## src/rtl/sub_exec_pkg.sv

```systemverilog
package sub_exec_pkg;
  typedef enum logic [2:0] {PH_IDLE, PH_DEC, PH_READ, PH_PROC, PH_WRITE} phase_e;
  typedef enum logic [1:0] {OP_NONE, OP_LIT, OP_REG} op_kind_e;
  typedef struct packed {
    logic n;
    logic ov;
    logic z;
    logic dc;
    logic c;
  } flags_t;
  localparam logic [7:0] LIT_OPC = 8'h08;
  localparam logic [5:0] REG_OPC = 6'b010111;
endpackage

```

## src/rtl/sub_seq.sv

```systemverilog
module sub_seq
  import sub_exec_pkg::*;
(
  input  logic   clk_i,
  input  logic   rst_ni,
  input  logic   start_i,
  output phase_e phase_o
);
  phase_e phase_q;

  always_ff @(posedge clk_i or negedge rst_ni) begin
    if (!rst_ni) phase_q <= PH_IDLE;
    else begin
      unique case (phase_q)
        PH_IDLE:  if (start_i) phase_q <= PH_DEC;
        PH_DEC:   phase_q <= PH_READ;
        PH_READ:  phase_q <= PH_PROC;
        PH_PROC:  phase_q <= PH_WRITE;
        default:  phase_q <= PH_IDLE;
      endcase
    end
  end

  assign phase_o = phase_q;

  a_r9_phase_order: assert property (@(posedge clk_i) disable iff (!rst_ni)
    (phase_q == PH_DEC) |=> (phase_q == PH_READ));
  a_r9_write_ends: assert property (@(posedge clk_i) disable iff (!rst_ni)
    (phase_q == PH_WRITE) |=> (phase_q == PH_IDLE));
  a_r9_no_restart: assert property (@(posedge clk_i) disable iff (!rst_ni)
    (phase_q != PH_IDLE && phase_q != PH_WRITE) |=> (phase_q != PH_DEC));
endmodule

```

## src/rtl/sub_decode.sv

```systemverilog
module sub_decode
  import sub_exec_pkg::*;
#(
  parameter int unsigned DW           = 8,
  parameter int unsigned BW           = 4,
  parameter int unsigned ACCESS_SPLIT = 8'h60,
  localparam int unsigned AW          = BW + DW
) (
  input  logic [15:0]   instr_i,
  input  logic [BW-1:0] bank_i,
  output op_kind_e      kind_o,
  output logic          to_file_o,
  output logic [AW-1:0] addr_o,
  output logic [DW-1:0] lit_o
);
  logic          use_bank;
  logic [DW-1:0] offs;
  logic [BW-1:0] bank_sel;

  assign use_bank  = instr_i[8];
  assign offs      = instr_i[DW-1:0];
  assign lit_o     = instr_i[DW-1:0];
  assign to_file_o = instr_i[9];

  always_comb begin
    if (instr_i[15:8] == LIT_OPC)       kind_o = OP_LIT;
    else if (instr_i[15:10] == REG_OPC) kind_o = OP_REG;
    else                                kind_o = OP_NONE;
  end

  // access bank: low offsets in bank 0, high offsets in the top bank
  always_comb begin
    if (use_bank)                          bank_sel = bank_i;
    else if (32'(offs) < ACCESS_SPLIT)     bank_sel = '0;
    else                                   bank_sel = '1;
  end

  assign addr_o = {bank_sel, offs};
endmodule

```

## src/rtl/sub_alu.sv

```systemverilog
module sub_alu
  import sub_exec_pkg::*;
#(
  parameter int unsigned DW = 8,
  localparam int unsigned HW = DW / 2
) (
  input  logic [DW-1:0] a_i,
  input  logic [DW-1:0] b_i,
  output logic [DW-1:0] diff_o,
  output flags_t        flags_o
);
  logic          borrow;
  logic          half_borrow;
  logic [HW-1:0] half_diff;

  assign {borrow, diff_o}         = {1'b0, a_i} - {1'b0, b_i};
  assign {half_borrow, half_diff} = {1'b0, a_i[HW-1:0]} - {1'b0, b_i[HW-1:0]};

  always_comb begin
    flags_o.c  = ~borrow;
    flags_o.dc = ~half_borrow;
    flags_o.z  = (diff_o == '0);
    flags_o.n  = diff_o[DW-1];
    flags_o.ov = (a_i[DW-1] ^ b_i[DW-1]) & (diff_o[DW-1] ^ a_i[DW-1]);
  end

  logic unused_half;
  assign unused_half = ^half_diff;
endmodule

```

## src/rtl/sub_exec_unit.sv

```systemverilog
module sub_exec_unit
  import sub_exec_pkg::*;
#(
  parameter int unsigned DW           = 8,
  parameter int unsigned BW           = 4,
  parameter int unsigned ACCESS_SPLIT = 8'h60,
  localparam int unsigned AW          = BW + DW
) (
  input  logic          clk_i,
  input  logic          rst_ni,
  input  logic          start_i,
  input  logic [15:0]   instr_i,
  input  logic [DW-1:0] w_i,
  input  logic [BW-1:0] bank_i,
  output logic          busy_o,
  output logic          rd_en_o,
  output logic [AW-1:0] rd_addr_o,
  input  logic [DW-1:0] rd_data_i,
  output logic          wr_en_o,
  output logic [AW-1:0] wr_addr_o,
  output logic [DW-1:0] wr_data_o,
  output logic          w_we_o,
  output logic [DW-1:0] w_o,
  output logic          flags_we_o,
  output logic [4:0]    flags_o,
  output logic          illegal_o
);
  phase_e        phase;
  logic          accept;
  logic [15:0]   instr_q;
  logic [DW-1:0] w_q;
  logic [BW-1:0] bank_q;
  logic [DW-1:0] operand_q;
  logic [DW-1:0] result_q;
  flags_t        flags_q;

  op_kind_e      kind;
  logic          to_file;
  logic [AW-1:0] addr;
  logic [DW-1:0] lit;
  logic [DW-1:0] diff;
  flags_t        alu_flags;

  sub_seq u_seq (
    .clk_i   (clk_i),
    .rst_ni  (rst_ni),
    .start_i (start_i),
    .phase_o (phase)
  );

  sub_decode #(.DW(DW), .BW(BW), .ACCESS_SPLIT(ACCESS_SPLIT)) u_dec (
    .instr_i   (instr_q),
    .bank_i    (bank_q),
    .kind_o    (kind),
    .to_file_o (to_file),
    .addr_o    (addr),
    .lit_o     (lit)
  );

  sub_alu #(.DW(DW)) u_alu (
    .a_i     (operand_q),
    .b_i     (w_q),
    .diff_o  (diff),
    .flags_o (alu_flags)
  );

  assign accept = start_i && (phase == PH_IDLE);

  always_ff @(posedge clk_i or negedge rst_ni) begin
    if (!rst_ni) begin
      instr_q   <= '0;
      w_q       <= '0;
      bank_q    <= '0;
      operand_q <= '0;
      result_q  <= '0;
      flags_q   <= '0;
    end else begin
      if (accept) begin
        instr_q <= instr_i;
        w_q     <= w_i;
        bank_q  <= bank_i;
      end
      if (phase == PH_READ) operand_q <= (kind == OP_REG) ? rd_data_i : lit;
      if (phase == PH_PROC) begin
        result_q <= diff;
        flags_q  <= alu_flags;
      end
    end
  end

  logic in_write;
  assign in_write   = (phase == PH_WRITE);
  assign busy_o     = (phase != PH_IDLE);
  assign rd_en_o    = (phase == PH_READ) && (kind == OP_REG);
  assign rd_addr_o  = addr;
  assign wr_en_o    = in_write && (kind == OP_REG) && to_file;
  assign wr_addr_o  = addr;
  assign wr_data_o  = result_q;
  assign w_we_o     = in_write && ((kind == OP_LIT) || ((kind == OP_REG) && !to_file));
  assign w_o        = result_q;
  assign flags_we_o = in_write && (kind != OP_NONE);
  assign flags_o    = flags_q;
  assign illegal_o  = in_write && (kind == OP_NONE);

  a_r9_read_phase_only: assert property (@(posedge clk_i) disable iff (!rst_ni)
    rd_en_o |-> (phase == PH_READ));
  a_r9_write_phase_only: assert property (@(posedge clk_i) disable iff (!rst_ni)
    (wr_en_o || w_we_o || flags_we_o || illegal_o) |-> (phase == PH_WRITE));
  a_r3_single_dest: assert property (@(posedge clk_i) disable iff (!rst_ni)
    $onehot0({wr_en_o, w_we_o}));
  a_r10_illegal_quiet: assert property (@(posedge clk_i) disable iff (!rst_ni)
    illegal_o |-> !(wr_en_o || w_we_o || flags_we_o));
  a_r2_diff_restores: assert property (@(posedge clk_i) disable iff (!rst_ni)
    (wr_en_o || w_we_o) |-> (DW'(wr_data_o + w_q) == operand_q));
  a_r6_zero_no_borrow: assert property (@(posedge clk_i) disable iff (!rst_ni)
    (flags_we_o && flags_o[2]) |-> flags_o[0]);
endmodule

```

## config.mk

```make
export PLATFORM = sky130hd
export DESIGN_NAME = sub_exec_unit
export DESIGN_NICKNAME = d
export VERILOG_FILES = /design/src/rtl/sub_exec_pkg.sv /design/src/rtl/sub_seq.sv /design/src/rtl/sub_decode.sv /design/src/rtl/sub_alu.sv /design/src/rtl/sub_exec_unit.sv
export SDC_FILE = /design/constraint.sdc
export NUM_CORES = 1
export LEC_CHECK = 0
export ABC_AREA = 1
export BUFFER_PORTS_ARGS = -buffer_cell sky130_fd_sc_hd__buf_2
export CORE_MARGIN = 4
export CORE_UTILIZATION = 53
export DETAILED_ROUTE_END_ITERATION = 8
export HOLD_SLACK_MARGIN = 0.15
export PLACE_DENSITY = 0.92
export RECOVER_POWER = 100
export SKIP_CTS_REPAIR_TIMING = 1
export SYNTH_ARGS = -nofsm -noshare
export SYNTH_HDL_FRONTEND = slang
export SYNTH_HIERARCHICAL = 1
export SYNTH_SLANG_ARGS = --single-unit
```

## constraint.sdc

```tcl
create_clock -name clk_i -period 2.2 [get_ports clk_i]
set_input_delay 0.11 -clock clk_i [delete_from_list [all_inputs] [get_ports clk_i]]
set_output_delay 0.11 -clock clk_i [all_outputs]
set_load 0.01 [all_outputs]
```

==> results.md <==
- Outcome: complete, but fails checks
- Violated checks: capacitance limit, slew limit
- Synth warn: 6
- Setup crit end: wr_en_o
- Share of cells above drive strength 1: 0.137
- Period utilization: 0.872
- R2r setup slk: 290 ps
- Final net count: 567
- Largest net degree at the start of global routing: 30
- Hold Vio Cnt, Final: 0
- # IOs: 90
- Netlist cell types: 28
- Crit path max fanout: 12
- Syn_nets: 488
- Clock power share: 0.118
- TritonCTS buffer count: 5
- Total gr overflow: 0
- CP startpoint: instr_q[15]$_DFFE_PN0P_
- Yosys top cell area share: 0.396
- CTS tree: built
- Num rows: 28
- DRC: 0
- Slew margin rel.: -0.0111
- CORE AREA: 5960 sq um
- Dominant synthesized flop cell: dfrtp_1
- Dpl hpwl: 5350 um
- Detailed Routing Iterations Pass 1: 5
- CTS clk-pin slew, worst paths: 90 ps
- Post-route cell area: 3790 sq um
- Clk_lat worst skew: 310 ps
- Switching portion of total power: 0.491
- R2R Path End: flags_o[2]$_DFFE_PN0N_
- Setup TNS Final: 0 ps
- Pint: 0.00282 W
- Critical path launch point type: register
- RSZ-0062 raised after global routing: no
- Worst hold slack: 155 ps
- Detailed-route via count: 3035
- CTS Root Cell: clkbuf_8
- Clock Skew: 7.24 ps
- Wire length on met2: 3880 um
- Max incr delay on CP: 390 ps
- MaxCap Viol Count: 1
- Mapped Area: 3280 sq um
- Layout Area Growth over Synthesis: 15.3%
- Synth Area per Inst: 7.46 sq um
- Initial drt markers: 137
- Fin crit period: 1920 ps
- Top cells by count, synth: 145 x nand2_1, 67 x inv_1, 52 x dfrtp_1
- #FFs+latches synth: 52
- Most Frequent Cell on Critical Path: nor2_1
- Worst vdd ir: 0.000826 V
- Worst r2r src: operand_q[0]$_DFFE_PN0N_
- Die Footprint: 7520 sq um
- PortBufs: 89
- CP Class: reg2out
- WL met3: 623 um
- Layout fillers: 555
- Most frequent cell after synthesis: nand2_1
- Die width: 86.7 um
- Register area share after synthesis: 0.396
- Psw: 0.00272 W
- CP Cell Sequence: nor2_1 > inv_1 > nor2_1 > buf_4 > nand2_2 > nor3_1 > clkbuf_1
- Drt total wl: 7740 um
- Top cell type by total area after synthesis: dfrtp_1
- Hold Path Class: in2reg
- Least-Margin Pin Slew: 1520 ps
- DR vias/cell: 5.10
- Number of diodes: 0
- Critical path's slowest cell: dfrtp_1
- Placed inst area: 3480 sq um
- First-pass GRT wire length: 11400 um
- Worst hold path stage count: 5
- Number of global-route vias before repair: 2515
- DR top layer: met4
- RD Place Congestion: 0.872
- FFs w/ async S/R, synth: 1.00
- Power per cell area: 1460 nW/um^2
- Final setup fails: 0
- CTS HTree Levels: 2
- Static Leak: 2.09 nW
- Longest Clk Path Bufs: 2
- Crit. End Element: primary output
- CP arrival: 1810 ps
- Avg WL per Cell: 13.0 um
- Starting Density: 0.551
- Final slew viol count: 28
- Logic gate share of total power: 0.562
- Reg2reg path depth: 14
- Detail Route Antenna Nets: 0
- CP required: 2090 ps
- Top post-synthesis cells by area: dfrtp_1 40%, nand2_1 17%, buf_4 8.9%
- Fmax: 522 MHz
- Wl on met1: 3040 um
- GRT Overall Usage: 0.191
- Number of flops mapped to enable cells by yosys: 0
- Die H: 86.7 um
- Flop pwr share: 0.320
- Clock sink count: 52
- Antenna violations before repair: 0
- Synth Instances: 440
[through the flow]
step,utilization,setup slack (ps),std cells,total power (W)
global route,0.636,117,595,0.00611
detailed placement,0.584,351,557,0.00507
global placement,0.584,392,557,0.00492
floorplan,-,477,440,0.00467
finish,0.636,282,595,0.00554
CTS,0.603,96.5,565,0.00574
[state kept, by name, indices dropped and copies added (netlist names)]
name / count
w_o: 8
operand_q: 8
flags_o: 5
u_seq/phase_o: 3
w_q: 8
bank_q: 4
instr_q: 16
[layout make-up]
class,instances,area (sq um),share of cell area
flip-flops and latches,52,1300,0.344
multi-input cells,265,1300,0.342
repair buffers,125,721,0.190
inverters,70,263,0.0694
well taps,75,93.8,0.0248
clock buffers,5,68.8,0.0182
clock inverters,3,42.5,0.0112
[worst max-delay path: cells and delay by family (launching register included)]
family,cells,cell delay [ps]
simple gates,4,670
buf+inv,3,440
flops,1,390
[layout by cell type (no fill, tap or decap), types with 4 or more instances in the layout]
cell type,count
nand2_1,146
inv_1,67
dfrtp_1,52
clkbuf_1,50
buf_2,39
dlygate4sd3_1,30
nand4_1,28
nand3_1,27
nor2_1,17
o21ai_0,11
ha_1,8
a21oi_1,6
clkbuf_8,5
nand2_2,4
[metal layers]
metal,vias to the layer above,global-route usage
met5,-,0
met4,0,0.0552
li1,1490,-
met1,1390,0.231
met3,18,0.0504
met2,137,0.334
[kinds of logic (layout without fill, tap and decap cells)]
logic type	after synthesis	in the layout	share of synthesized area
AND/OR/NAND/NOR	235	235	0.327
flip-flops	52	52	0.396
buffers and inverters	123	203	0.198
adder cells (fa/ha/maj)	9	9	0.0366
AO/OA/AOI/OAI	21	21	0.0419
[worst min path at each step]
| stage | start | endpoint | slack [ps] |
|---|---|---|---|
| 6_report | rd_data_i[3] | operand_q[3]$_DFFE_PN0N_ | 150 |
| 5_1_grt | rd_data_i[7] | operand_q[7]$_DFFE_PN0N_ | 190 |
| 4_1_cts | rst_ni | instr_q[2]$_DFFE_PN0P_ | -180 |
| 3_5_place_dp | rst_ni | operand_q[7]$_DFFE_PN0N_ | 160 |
| 3_3_place_gp | rst_ni | w_q[7]$_DFFE_PN0P_ | 160 |
| 2_1_floorplan | rst_ni | bank_q[0]$_DFFE_PN0P_ | -190 |
[power groups by stage]
| stage | registers (W) | logic, W | clock network, W |
|---|---|---|---|
| floorplan | 0.00174 | 0.00293 | 0 |
| global placement | 0.00175 | 0.00318 | 0 |
| detailed placement | 0.00178 | 0.00328 | 0 |
| CTS | 0.00177 | 0.00330 | 0.000672 |
| global route | 0.00184 | 0.00358 | 0.000700 |
| finish | 0.00177 | 0.00311 | 0.000653 |
No activity file was read; power rests on OpenSTA's default activity.
